<file path="src/rtl/modem_stat_pkg.sv">
package modem_stat_pkg;

    localparam int LINE_CNT = 4;
    localparam int BYTE_W   = 8;

    typedef logic [LINE_CNT-1:0] line_vec_t;
    typedef logic [BYTE_W-1:0]   byte_t;

    // bit positions of each line inside both halves of the status byte
    typedef enum logic [1:0] {
        LN_CTS = 2'd0,
        LN_DSR = 2'd1,
        LN_RI  = 2'd2,
        LN_DCD = 2'd3
    } line_idx_e;

    typedef enum logic {
        EDGE_ANY  = 1'b0,
        EDGE_RISE = 1'b1
    } edge_mode_e;

    typedef enum logic [1:0] {
        SEL_NONE    = 2'd0,
        SEL_STATUS  = 2'd1,
        SEL_SCRATCH = 2'd2
    } reg_sel_e;

    typedef struct packed {
        line_vec_t level;   // upper nibble: active-high line levels
        line_vec_t delta;   // lower nibble: sticky change flags
    } status_byte_t;

    // pins are active low, so a rise of the raw pin ends a ring
    function automatic logic edge_hit(edge_mode_e mode, logic prev, logic cur);
        logic hit;
        if (mode == EDGE_RISE) hit = ~prev & cur;
        else                   hit = prev ^ cur;
        return hit;
    endfunction

    function automatic line_vec_t rise_only_mask();
        return line_vec_t'(1) << LN_RI;
    endfunction

endpackage

</file>
<file path="src/rtl/msr_sync.sv">
module msr_sync #(
    parameter int               WIDTH   = 4,
    parameter int               STAGES  = 2,
    parameter logic [WIDTH-1:0] RST_VAL = '1
) (
    input  logic             clk,
    input  logic             rst,
    input  logic [WIDTH-1:0] d,
    output logic [WIDTH-1:0] q
);

    logic [WIDTH-1:0] stg_q [STAGES];

    always_ff @(posedge clk) begin
        if (rst) begin
            for (int i = 0; i < STAGES; i++) stg_q[i] <= RST_VAL;
        end else begin
            stg_q[0] <= d;
            for (int i = 1; i < STAGES; i++) stg_q[i] <= stg_q[i-1];
        end
    end

    assign q = stg_q[STAGES-1];

endmodule

</file>
<file path="src/rtl/msr_delta.sv">
module msr_delta
    import modem_stat_pkg::*;
#(
    parameter int               WIDTH      = LINE_CNT,
    parameter logic [WIDTH-1:0] RISE_MASK  = '0,
    parameter int               ARM_CYCLES = 3
) (
    input  logic             clk,
    input  logic             rst,
    input  logic [WIDTH-1:0] cur,
    input  logic             clr,
    output logic [WIDTH-1:0] flags,
    output logic [WIDTH-1:0] set_hits,
    output logic             armed
);

    localparam int CW = $clog2(ARM_CYCLES + 1);

    logic [WIDTH-1:0] prev_q;
    logic [WIDTH-1:0] hit;
    logic [WIDTH-1:0] flags_q;
    logic [CW-1:0]    warm_q;

    always_ff @(posedge clk) begin
        if (rst) prev_q <= '1;
        else     prev_q <= cur;
    end

    // the chain holds reset values for a while; ignore edges until it is filled
    always_ff @(posedge clk) begin
        if (rst)                           warm_q <= '0;
        else if (warm_q != CW'(ARM_CYCLES)) warm_q <= warm_q + 1'b1;
    end

    assign armed = (warm_q == CW'(ARM_CYCLES));

    for (genvar g = 0; g < WIDTH; g++) begin : g_line
        if (RISE_MASK[g]) begin : g_rise
            assign hit[g] = edge_hit(EDGE_RISE, prev_q[g], cur[g]);
        end else begin : g_any
            assign hit[g] = edge_hit(EDGE_ANY, prev_q[g], cur[g]);
        end
    end

    assign set_hits = armed ? hit : '0;

    // a new hit wins over the clearing read
    always_ff @(posedge clk) begin
        if (rst) flags_q <= '0;
        else     flags_q <= (clr ? '0 : flags_q) | set_hits;
    end

    assign flags = flags_q;

endmodule

</file>
<file path="src/rtl/msr_regs.sv">
module msr_regs
    import modem_stat_pkg::*;
#(
    parameter int                ADDR_W       = 3,
    parameter logic [ADDR_W-1:0] STATUS_ADDR  = 6,
    parameter logic [ADDR_W-1:0] SCRATCH_ADDR = 7
) (
    input  logic              clk,
    input  logic              rst,
    input  logic              bus_rd,
    input  logic              bus_wr,
    input  logic [ADDR_W-1:0] bus_addr,
    input  byte_t             bus_wdata,
    input  status_byte_t      status_now,
    output byte_t             rdata,
    output logic              clr_stb,
    output byte_t             scratch_val
);

    reg_sel_e sel;
    byte_t    rdata_q;
    byte_t    scratch_q;

    always_comb begin
        if (bus_addr == STATUS_ADDR)       sel = SEL_STATUS;
        else if (bus_addr == SCRATCH_ADDR) sel = SEL_SCRATCH;
        else                               sel = SEL_NONE;
    end

    assign clr_stb = bus_rd && (sel == SEL_STATUS);

    always_ff @(posedge clk) begin
        if (rst) begin
            rdata_q <= '0;
        end else if (bus_rd) begin
            case (sel)
                SEL_STATUS:  rdata_q <= status_now;
                SEL_SCRATCH: rdata_q <= scratch_q;
                default:     rdata_q <= '0;
            endcase
        end else begin
            rdata_q <= '0;
        end
    end

    always_ff @(posedge clk) begin
        if (rst)                               scratch_q <= '0;
        else if (bus_wr && sel == SEL_SCRATCH) scratch_q <= bus_wdata;
    end

    assign rdata       = rdata_q;
    assign scratch_val = scratch_q;

endmodule

</file>
<file path="src/rtl/modem_status_block.sv">
module modem_status_block
    import modem_stat_pkg::*;
#(
    parameter int                SYNC_STAGES  = 2,
    parameter int                ADDR_W       = 3,
    parameter logic [ADDR_W-1:0] STATUS_ADDR  = 6,
    parameter logic [ADDR_W-1:0] SCRATCH_ADDR = 7
) (
    input  logic              clk,
    input  logic              rst,
    input  logic              dcd_n,
    input  logic              ri_n,
    input  logic              dsr_n,
    input  logic              cts_n,
    input  logic              bus_rd,
    input  logic              bus_wr,
    input  logic [ADDR_W-1:0] bus_addr,
    input  logic [7:0]        bus_wdata,
    output logic [7:0]        bus_rdata,
    input  logic              irq_en,
    output logic              irq
);

    localparam int ARM_CYCLES = SYNC_STAGES + 1;

    line_vec_t    pins_n;
    line_vec_t    sync_lines;
    line_vec_t    flags_q;
    line_vec_t    flag_set;
    logic         armed;
    logic         clr_stb;
    byte_t        scratch_val;
    status_byte_t status_now;

    assign pins_n = {dcd_n, ri_n, dsr_n, cts_n};

    msr_sync #(
        .WIDTH   (LINE_CNT),
        .STAGES  (SYNC_STAGES),
        .RST_VAL ('1)
    ) u_sync (
        .clk (clk),
        .rst (rst),
        .d   (pins_n),
        .q   (sync_lines)
    );

    msr_delta #(
        .WIDTH      (LINE_CNT),
        .RISE_MASK  (rise_only_mask()),
        .ARM_CYCLES (ARM_CYCLES)
    ) u_delta (
        .clk      (clk),
        .rst      (rst),
        .cur      (sync_lines),
        .clr      (clr_stb),
        .flags    (flags_q),
        .set_hits (flag_set),
        .armed    (armed)
    );

    assign status_now = '{level: ~sync_lines, delta: flags_q};

    msr_regs #(
        .ADDR_W       (ADDR_W),
        .STATUS_ADDR  (STATUS_ADDR),
        .SCRATCH_ADDR (SCRATCH_ADDR)
    ) u_regs (
        .clk         (clk),
        .rst         (rst),
        .bus_rd      (bus_rd),
        .bus_wr      (bus_wr),
        .bus_addr    (bus_addr),
        .bus_wdata   (bus_wdata),
        .status_now  (status_now),
        .rdata       (bus_rdata),
        .clr_stb     (clr_stb),
        .scratch_val (scratch_val)
    );

    assign irq = irq_en & (|flags_q);

endmodule

</file>
<file path="config.mk">
export PLATFORM = sky130hd
export DESIGN_NAME = modem_status_block
export DESIGN_NICKNAME = d
export VERILOG_FILES = /design/src/rtl/modem_stat_pkg.sv /design/src/rtl/msr_sync.sv /design/src/rtl/msr_delta.sv /design/src/rtl/msr_regs.sv /design/src/rtl/modem_status_block.sv
export SDC_FILE = /design/constraint.sdc
export NUM_CORES = 1
export LEC_CHECK = 0
export BUFFER_PORTS_ARGS = -buffer_cell sky130_fd_sc_hd__buf_2
export CAP_MARGIN = 20
export CORE_MARGIN = 10
export CORE_UTILIZATION = 51
export DETAILED_ROUTE_END_ITERATION = 12
export GPL_TIMING_DRIVEN = 0
export PLACE_DENSITY = 0.73
export REMOVE_ABC_BUFFERS = 1
export SLEW_MARGIN = 20
export SYNTH_ARGS = -nofsm -noshare
export SYNTH_HDL_FRONTEND = slang
export SYNTH_SLANG_ARGS = --single-unit
</file>
<file path="constraint.sdc">
create_clock -name clk -period 1.25 [get_ports clk]
set_clock_uncertainty 0.15 [all_clocks]
set_input_delay 0.1875 -clock clk [delete_from_list [all_inputs] [get_ports clk]]
set_output_delay 0.1875 -clock clk [all_outputs]
set_load 0.02 [all_outputs]
</file>
==> results of run 1 <==
routing by layer:
layer	routed length [um]	part of all wire, %	global-route usage, %	vias up
li1	-	-	-	478
met3	219	8.8	4.99	2
met4	19	0.77	5.99	0
met5	0	0	0	-
met2	1210	49	16.7	30
met1	1040	42	10.9	428
timing repair:
action	in CTS	in global routing
hold endpoints to repair	12	0
hold buffers	12	0
gates resized for setup	5	1
setup endpoints to repair	1	3
pin swaps	1	1
setup buffers	3	1
worst max-delay path, delay by kind of cell, from the launching register on:
kind	cells	cell delay [ps]
compound gates	1	440
buf+inv	1	150
flops	1	330
cells in the final DEF, fill, tap and decap left out, types with 5 or more instances in the layout:
cell type,instances
mux2i_1,13
buf_2,27
nand2b_1,18
or2_2,14
dfxtp_1,31
clkbuf_4,5
nor2_1,6
dlygate4sd3_1,12
worst max path at each step:
stage | endpoint | cells after the start
final | irq | 2
after CTS | irq | 2
after global placement | u_regs.scratch_val[5]$_SDFFE_PP0P_ | 3
after global routing | irq | 2
after floorplan | irq | 1
after detailed placement | u_regs.scratch_val[1]$_SDFFE_PP0P_ | 3
registers in the layout (all words and copies together) (netlist names):
name	flops
u_regs.rdata	8
u_regs.scratch_val	8
u_sync.stg_q	8
u_delta.flags	4
u_delta.prev_q	4
u_delta.warm_q	2
final cells by class:
type | instances | area [um^2] | share of cell area [%]
clock inverters | 1 | 5.00 | 0.309
multi-input cells | 74 | 529 | 32.7
flip-flops and latches | 34 | 684 | 42.2
clock buffers | 7 | 55.1 | 3.40
well taps | 28 | 35.0 | 2.16
repair buffers | 44 | 297 | 18.3
inverters | 4 | 15.0 | 0.927
power by group through the flow:
| stage | registers, mW | clock network, mW | logic [mW] |
|---|---|---|---|
| 3_5_place_dp | 1.17 | 0 | 0.157 |
| 4_1_cts | 1.14 | 0.634 | 0.191 |
| 3_3_place_gp | 1.17 | 0 | 0.149 |
| 2_1_floorplan | 1.16 | 0 | 0.0911 |
| 6_report | 1.14 | 0.612 | 0.191 |
| 5_1_grt | 1.15 | 0.672 | 0.216 |
cell families after synthesis:
| group | share of synthesized area, % |
|---|---|
| buf+inv | 3.69 |
| compound gates | 5.28 |
| simple gates | 22.6 |
| flops | 54.2 |
| xor+xnor | 2.79 |
| fa+ha+maj | 0.997 |
| mux | 10.4 |
metrics by stage:
| step | hold WS, ps | total power, mW | instances |
|---|---|---|---|
| CTS | 82.3 | 1.97 | 191 |
| global placement | 220 | 1.31 | 168 |
| finish | 96.5 | 1.94 | 192 |
| detailed placement | 226 | 1.32 | 168 |
| floorplan | 110 | 1.25 | 112 |
| global route | 118 | 2.04 | 192 |
==> run_results.csv, run 1 <==
group,metric,value,unit
logic_synthesis,yosysUniqueCellTypes,21,
global_routing,grt_use_total,10.5,%
setup_path,r2r_cells,3,
global_routing,antenna_found_initial,0,
setup_path,crit_chain,"o41a_1 > buf_6",
clock_tree,clk_latency,320,ps
setup_path,criticalPathCategory,"register to output port",
placement,place_ws,-297,ps
layout,nFillCells,191,
global_routing,grt-ovfl-total,0,
floorplan,floorplan.initialDensity,55.1,%
run,cap_violations,0,
setup_path,crit_path_start_kind,"register",
setup_path,cp.required,910,ps
global_routing,grt_pass1_wl,4110,um
timing,tightest_slew,449,ps
power_and_ir_drop,p_int,1.51,mW
timing,setup_ws,-324,ps
global_routing,grt_max_degree,37,
timing,drv_slew,0,
logic_synthesis,yosysMostFrequentCell,"dfxtp_1",
floorplan,die_h,69.6,um
global_routing,grt_pass1_vias,952,
logic_synthesis,postSynthCellCount,117,
min_path,hold_path_class,"input pin to register",
routing,first_pass_iters,5,
floorplan,io_pins,29,
min_path,hold_path_end,"u_regs.rdata[6]$_SDFF_PP0_",
power_and_ir_drop,power_leakage,0.670,nW
setup_path,worst_path_largest_cell_delay,440,ps
logic_synthesis,synth_ff_type,"dfxtp_1",
logic_synthesis,yosysWarnings,0,
logic_synthesis,ys_ff_latch,34,
setup_path,worstPathMaxFanout,2,
clock_tree,clock_path_buffers,2,
timing,rsz0062_at_grt,"yes",
clock_tree,clk_transition_reported_paths,100,ps
layout,nets,184,
floorplan,fp.dieW,69.6,um
routing,via_per_inst,4.89,
logic_synthesis,syn_avg_cell_area,10.7,um^2
setup_path,worstPathArrival,1240,ps
routing,drc,0,
power_and_ir_drop,swShare,22.5,%
min_path,hp-start,"bus_addr[0]",
logic_synthesis,synth.top_cells.by_count,"dfxtp_1 (34), nand2b_1 (18), or2_2 (14)",
outcome,outcome,"complete, but fails checks",
logic_synthesis,syn-cell-area,1250,um^2
setup_path,rr_endpoint,"u_delta.flags[0]$_SDFF_PP0_",
power_and_ir_drop,power_frac_comb,9.8,%
routing,first_iter_violations,34,
placement,dp_hpwl,1610,um
setup_path,worstSetupStartpoint,"u_delta.flags[2]$_SDFF_PP0_",
routing,route.vias.total,938,
routing,totalWireLength,2480,um
clock_tree,numCtsBuffers,5,
floorplan,row_count,17,
setup_path,crit_path_top_delay_cell,"o41a_1",
timing,fin_setup_tns,-324,ps
power_and_ir_drop,peakVddDrop,0.000854,V
layout,area_delta_synth_final,29.1,%
power_and_ir_drop,power.density,1200,nW/um^2
clock_tree,h-tree-depth,2,
setup_path,end_kind,"output port",
layout,antenna_cells,0,
routing,wire_per_inst,12.9,um
routing,ant_nets,0,
layout,fin_area,1620,um^2
clock_tree,clock-sinks,34,
clock_tree,cts_root_buf,"clkbuf_4",
layout,final_layout_size_suffix_gt1_share,35.4,%
outcome,violations,"setup timing",
timing,report.final.setup_viol,1,
timing,hold_violations,0,
min_path,whs_path_depth,3,
logic_synthesis,synth_edf_count,0,
timing,finalCriticalPeriod,1570,ps
setup_path,r2r_slack,130,ps
power_and_ir_drop,power.clock.fraction,31.5,%
clock_tree,cts_tree,"yes",
timing,min_period_over_period,126,%
power_and_ir_drop,p_seq_share,58.7,%
logic_synthesis,synth_top_cell_by_area,"dfxtp_1",
logic_synthesis,yosysSeqAreaShare,54.2,%
logic_synthesis,synth-async-reset-ratio,0,%
placement,numPortBuffers,28,
timing,fmax,636,MHz
power_and_ir_drop,netSwitchingPower,0.438,mW
layout,utilization,71.2,%
floorplan,core_region_area,2280,um^2
placement,dpl-instance-area,1400,um^2
setup_path,r2r_start,"u_delta.warm_q[0]$_SDFFE_PP0N_",
timing,relSlewSlack,70.0,%
placement,gp_congestion,0.698,
floorplan,die_area,4840,um^2
logic_synthesis,synth_top_area_share,54.2,%
logic_synthesis,synthTopCellsByArea,"dfxtp_1 (54%), mux2i_1 (10%), nand2b_1 (9.0%)",
Note: power is estimated with default switching activity, not from simulation.
==> run 2: changes to the inputs <==
- CORE_UTILIZATION: 51 -> 30
- PLACE_DENSITY: 0.73 -> 0.47
==> run 2 against run 1 <==
Net effect:
- the run still ends with setup timing left
- maximum frequency up 3.2%
- clock power is 100% higher
- cell count up 5.7%
- critical path depth unchanged
==> run_results.csv, run 2 (synthesis gave the netlist of run 1 again) <==
group,metric,value,unit
routing,wire_per_inst,12.6,um
run,cap_violations,0,
power_and_ir_drop,peakVddDrop,0.000918,V
floorplan,floorplan.initialDensity,31.1,%
setup_path,crit_path_start_kind,"register",
layout,antenna_cells,0,
floorplan,row_count,23,
setup_path,criticalPathCategory,"register to output port",
routing,drc,0,
clock_tree,cts_root_buf,"clkbuf_8",
layout,final_common_cell,"dfxtp_1",
global_routing,grt_use_total,7.26,%
layout,area_delta_synth_final,29.6,%
power_and_ir_drop,power_leakage,0.656,nW
power_and_ir_drop,power.clock.fraction,48.4,%
timing,finalCriticalPeriod,1520,ps
clock_tree,clk_latency,280,ps
power_and_ir_drop,power.density,1560,nW/um^2
timing,tightest_slew,503,ps
clock_tree,clock_path_buffers,2,
outcome,violations,"setup timing",
power_and_ir_drop,netSwitchingPower,0.475,mW
floorplan,fp.dieW,84.7,um
floorplan,die_h,84.7,um
power_and_ir_drop,swShare,18.7,%
setup_path,worstPathArrival,1190,ps
min_path,hold_path_class,"input pin to register",
clock_tree,clk_transition_reported_paths,70,ps
layout,final_layout_size_suffix_gt1_share,35.9,%
placement,dp_hpwl,1780,um
routing,first_pass_iters,3,
clock_tree,h-tree-depth,2,
global_routing,grt-ovfl-total,0,
floorplan,core_region_area,4030,um^2
clock_tree,clock-sinks,34,
timing,hold_violations,0,
routing,ant_nets,0,
setup_path,worstPathMaxFanout,2,
timing,report.final.setup_viol,1,
global_routing,grt_pass1_wl,4180,um
routing,via_per_inst,4.31,
routing,first_iter_violations,48,
setup_path,cp.required,910,ps
clock_tree,cts_tree,"yes",
timing,min_period_over_period,122,%
timing,fmax,656,MHz
power_and_ir_drop,p_seq_share,44.9,%
timing,setup_ws,-274,ps
routing,totalWireLength,2550,um
global_routing,grt_pass1_vias,907,
power_and_ir_drop,power_frac_comb,6.7,%
setup_path,end_kind,"output port",
layout,utilization,40.4,%
global_routing,grt_max_degree,37,
floorplan,die_area,7170,um^2
placement,gp_congestion,0.659,
layout,nets,173,
power_and_ir_drop,p_int,2.07,mW
power_and_ir_drop,total_power,2.54,mW
clock_tree,numCtsBuffers,5,
timing,drv_slew,0,
layout,nFillCells,419,
timing,rsz0062_at_grt,"yes",
global_routing,antenna_found_initial,0,
timing,relSlewSlack,66.5,%
outcome,outcome,"complete, but fails checks",
timing,hold_slack,10.6,ps
floorplan,io_pins,29,
routing,route.vias.total,874,
layout,final_cell_mix,"dfxtp_1 (32), buf_2 (27), nand2b_1 (18), or2_2 (14), mux2i_1 (13)",
placement,numPortBuffers,28,
==> run 2: changes by cell type in the layout (fill, tap and decap cells not counted), sizes merged <==
cell,delta
buf,-3
clkbuf,-1
bufinv,+2
dlygate4sd3,-8
clkinv,-1
==> run 2: path summary, 6_finish.rpt <==
check                                                     from                                  to  slack [ps]  cells past startpoint
worst max-delay path               u_delta.flags[3]$_SDFF_PP0_                                 irq        -270                      2
worst max register to register  u_delta.warm_q[0]$_SDFFE_PP0N_         u_delta.flags[2]$_SDFF_PP0_         150                      3
worst min register to register   u_sync.stg_q[0][3]$_SDFF_PP1_       u_sync.stg_q[0][7]$_SDFF_PP1_         260                      1
worst min-delay path                              bus_wdata[0]  u_regs.scratch_val[0]$_SDFFE_PP0P_          10                      3
==> run 2: routing by layer <==
metal  vias to the layer above  share of wire [%]  global-route usage, %
met4                         0                1.3                   2.69
met2                        22                 47                   11.7
met1                       394                 44                   7.47
li1                        454                  -                      -
met3                         4                7.7                   4.54
met5                         -                  0                      0
==> run 2: timing repair <==
item | 4_1_cts | 5_1_grt
hold buffers | 4 | 0
gates resized for setup | 5 | 0
pin swaps | 1 | 1
setup endpoints to repair | 9 | 1
hold endpoints to repair | 4 | 0
buffers inserted | 1 | 0
cloned | 0 | 0
==> run 2: area by class of cell <==
class                           count  area, um^2  area share (%)
Clock buffer                        6        82.6            5.08
Clock inverter                      2        60.1            3.69
Inverter                            4        15.0           0.923
Multi-Input combinational cell     74         529            32.5
Sequential cell                    34         683            42.0
Tap cell                           50        62.6            3.85
Timing Repair Buffer               33         194            11.9
==> run 2: power by group through the flow <==
stage / sequential (mW) / combinational (mW) / clock, mW
2_1_floorplan: 1.16 / 0.0911 / 0
3_3_place_gp: 1.17 / 0.154 / 0
3_5_place_dp: 1.17 / 0.160 / 0
4_1_cts: 1.14 / 0.173 / 1.27
5_1_grt: 1.15 / 0.190 / 1.31
6_report: 1.14 / 0.169 / 1.23
==> run 2: critical path, cell delays in order, from the launching register on <==
cell and delay, ps:
dfxtp_2 320, o41a_1 440, buf_6 150
==> run 2: per-stage QoR <==
stage	TNS, ps	area [um^2]	setup WS (ps)	std cells
4_1_cts	-284	1630	-284	203
2_1_floorplan	0	1220	114	112
3_5_place_dp	-3650	1430	-363	190
5_1_grt	-307	1630	-307	203
3_3_place_gp	-2990	1430	-270	190
6_report	-274	1630	-274	203
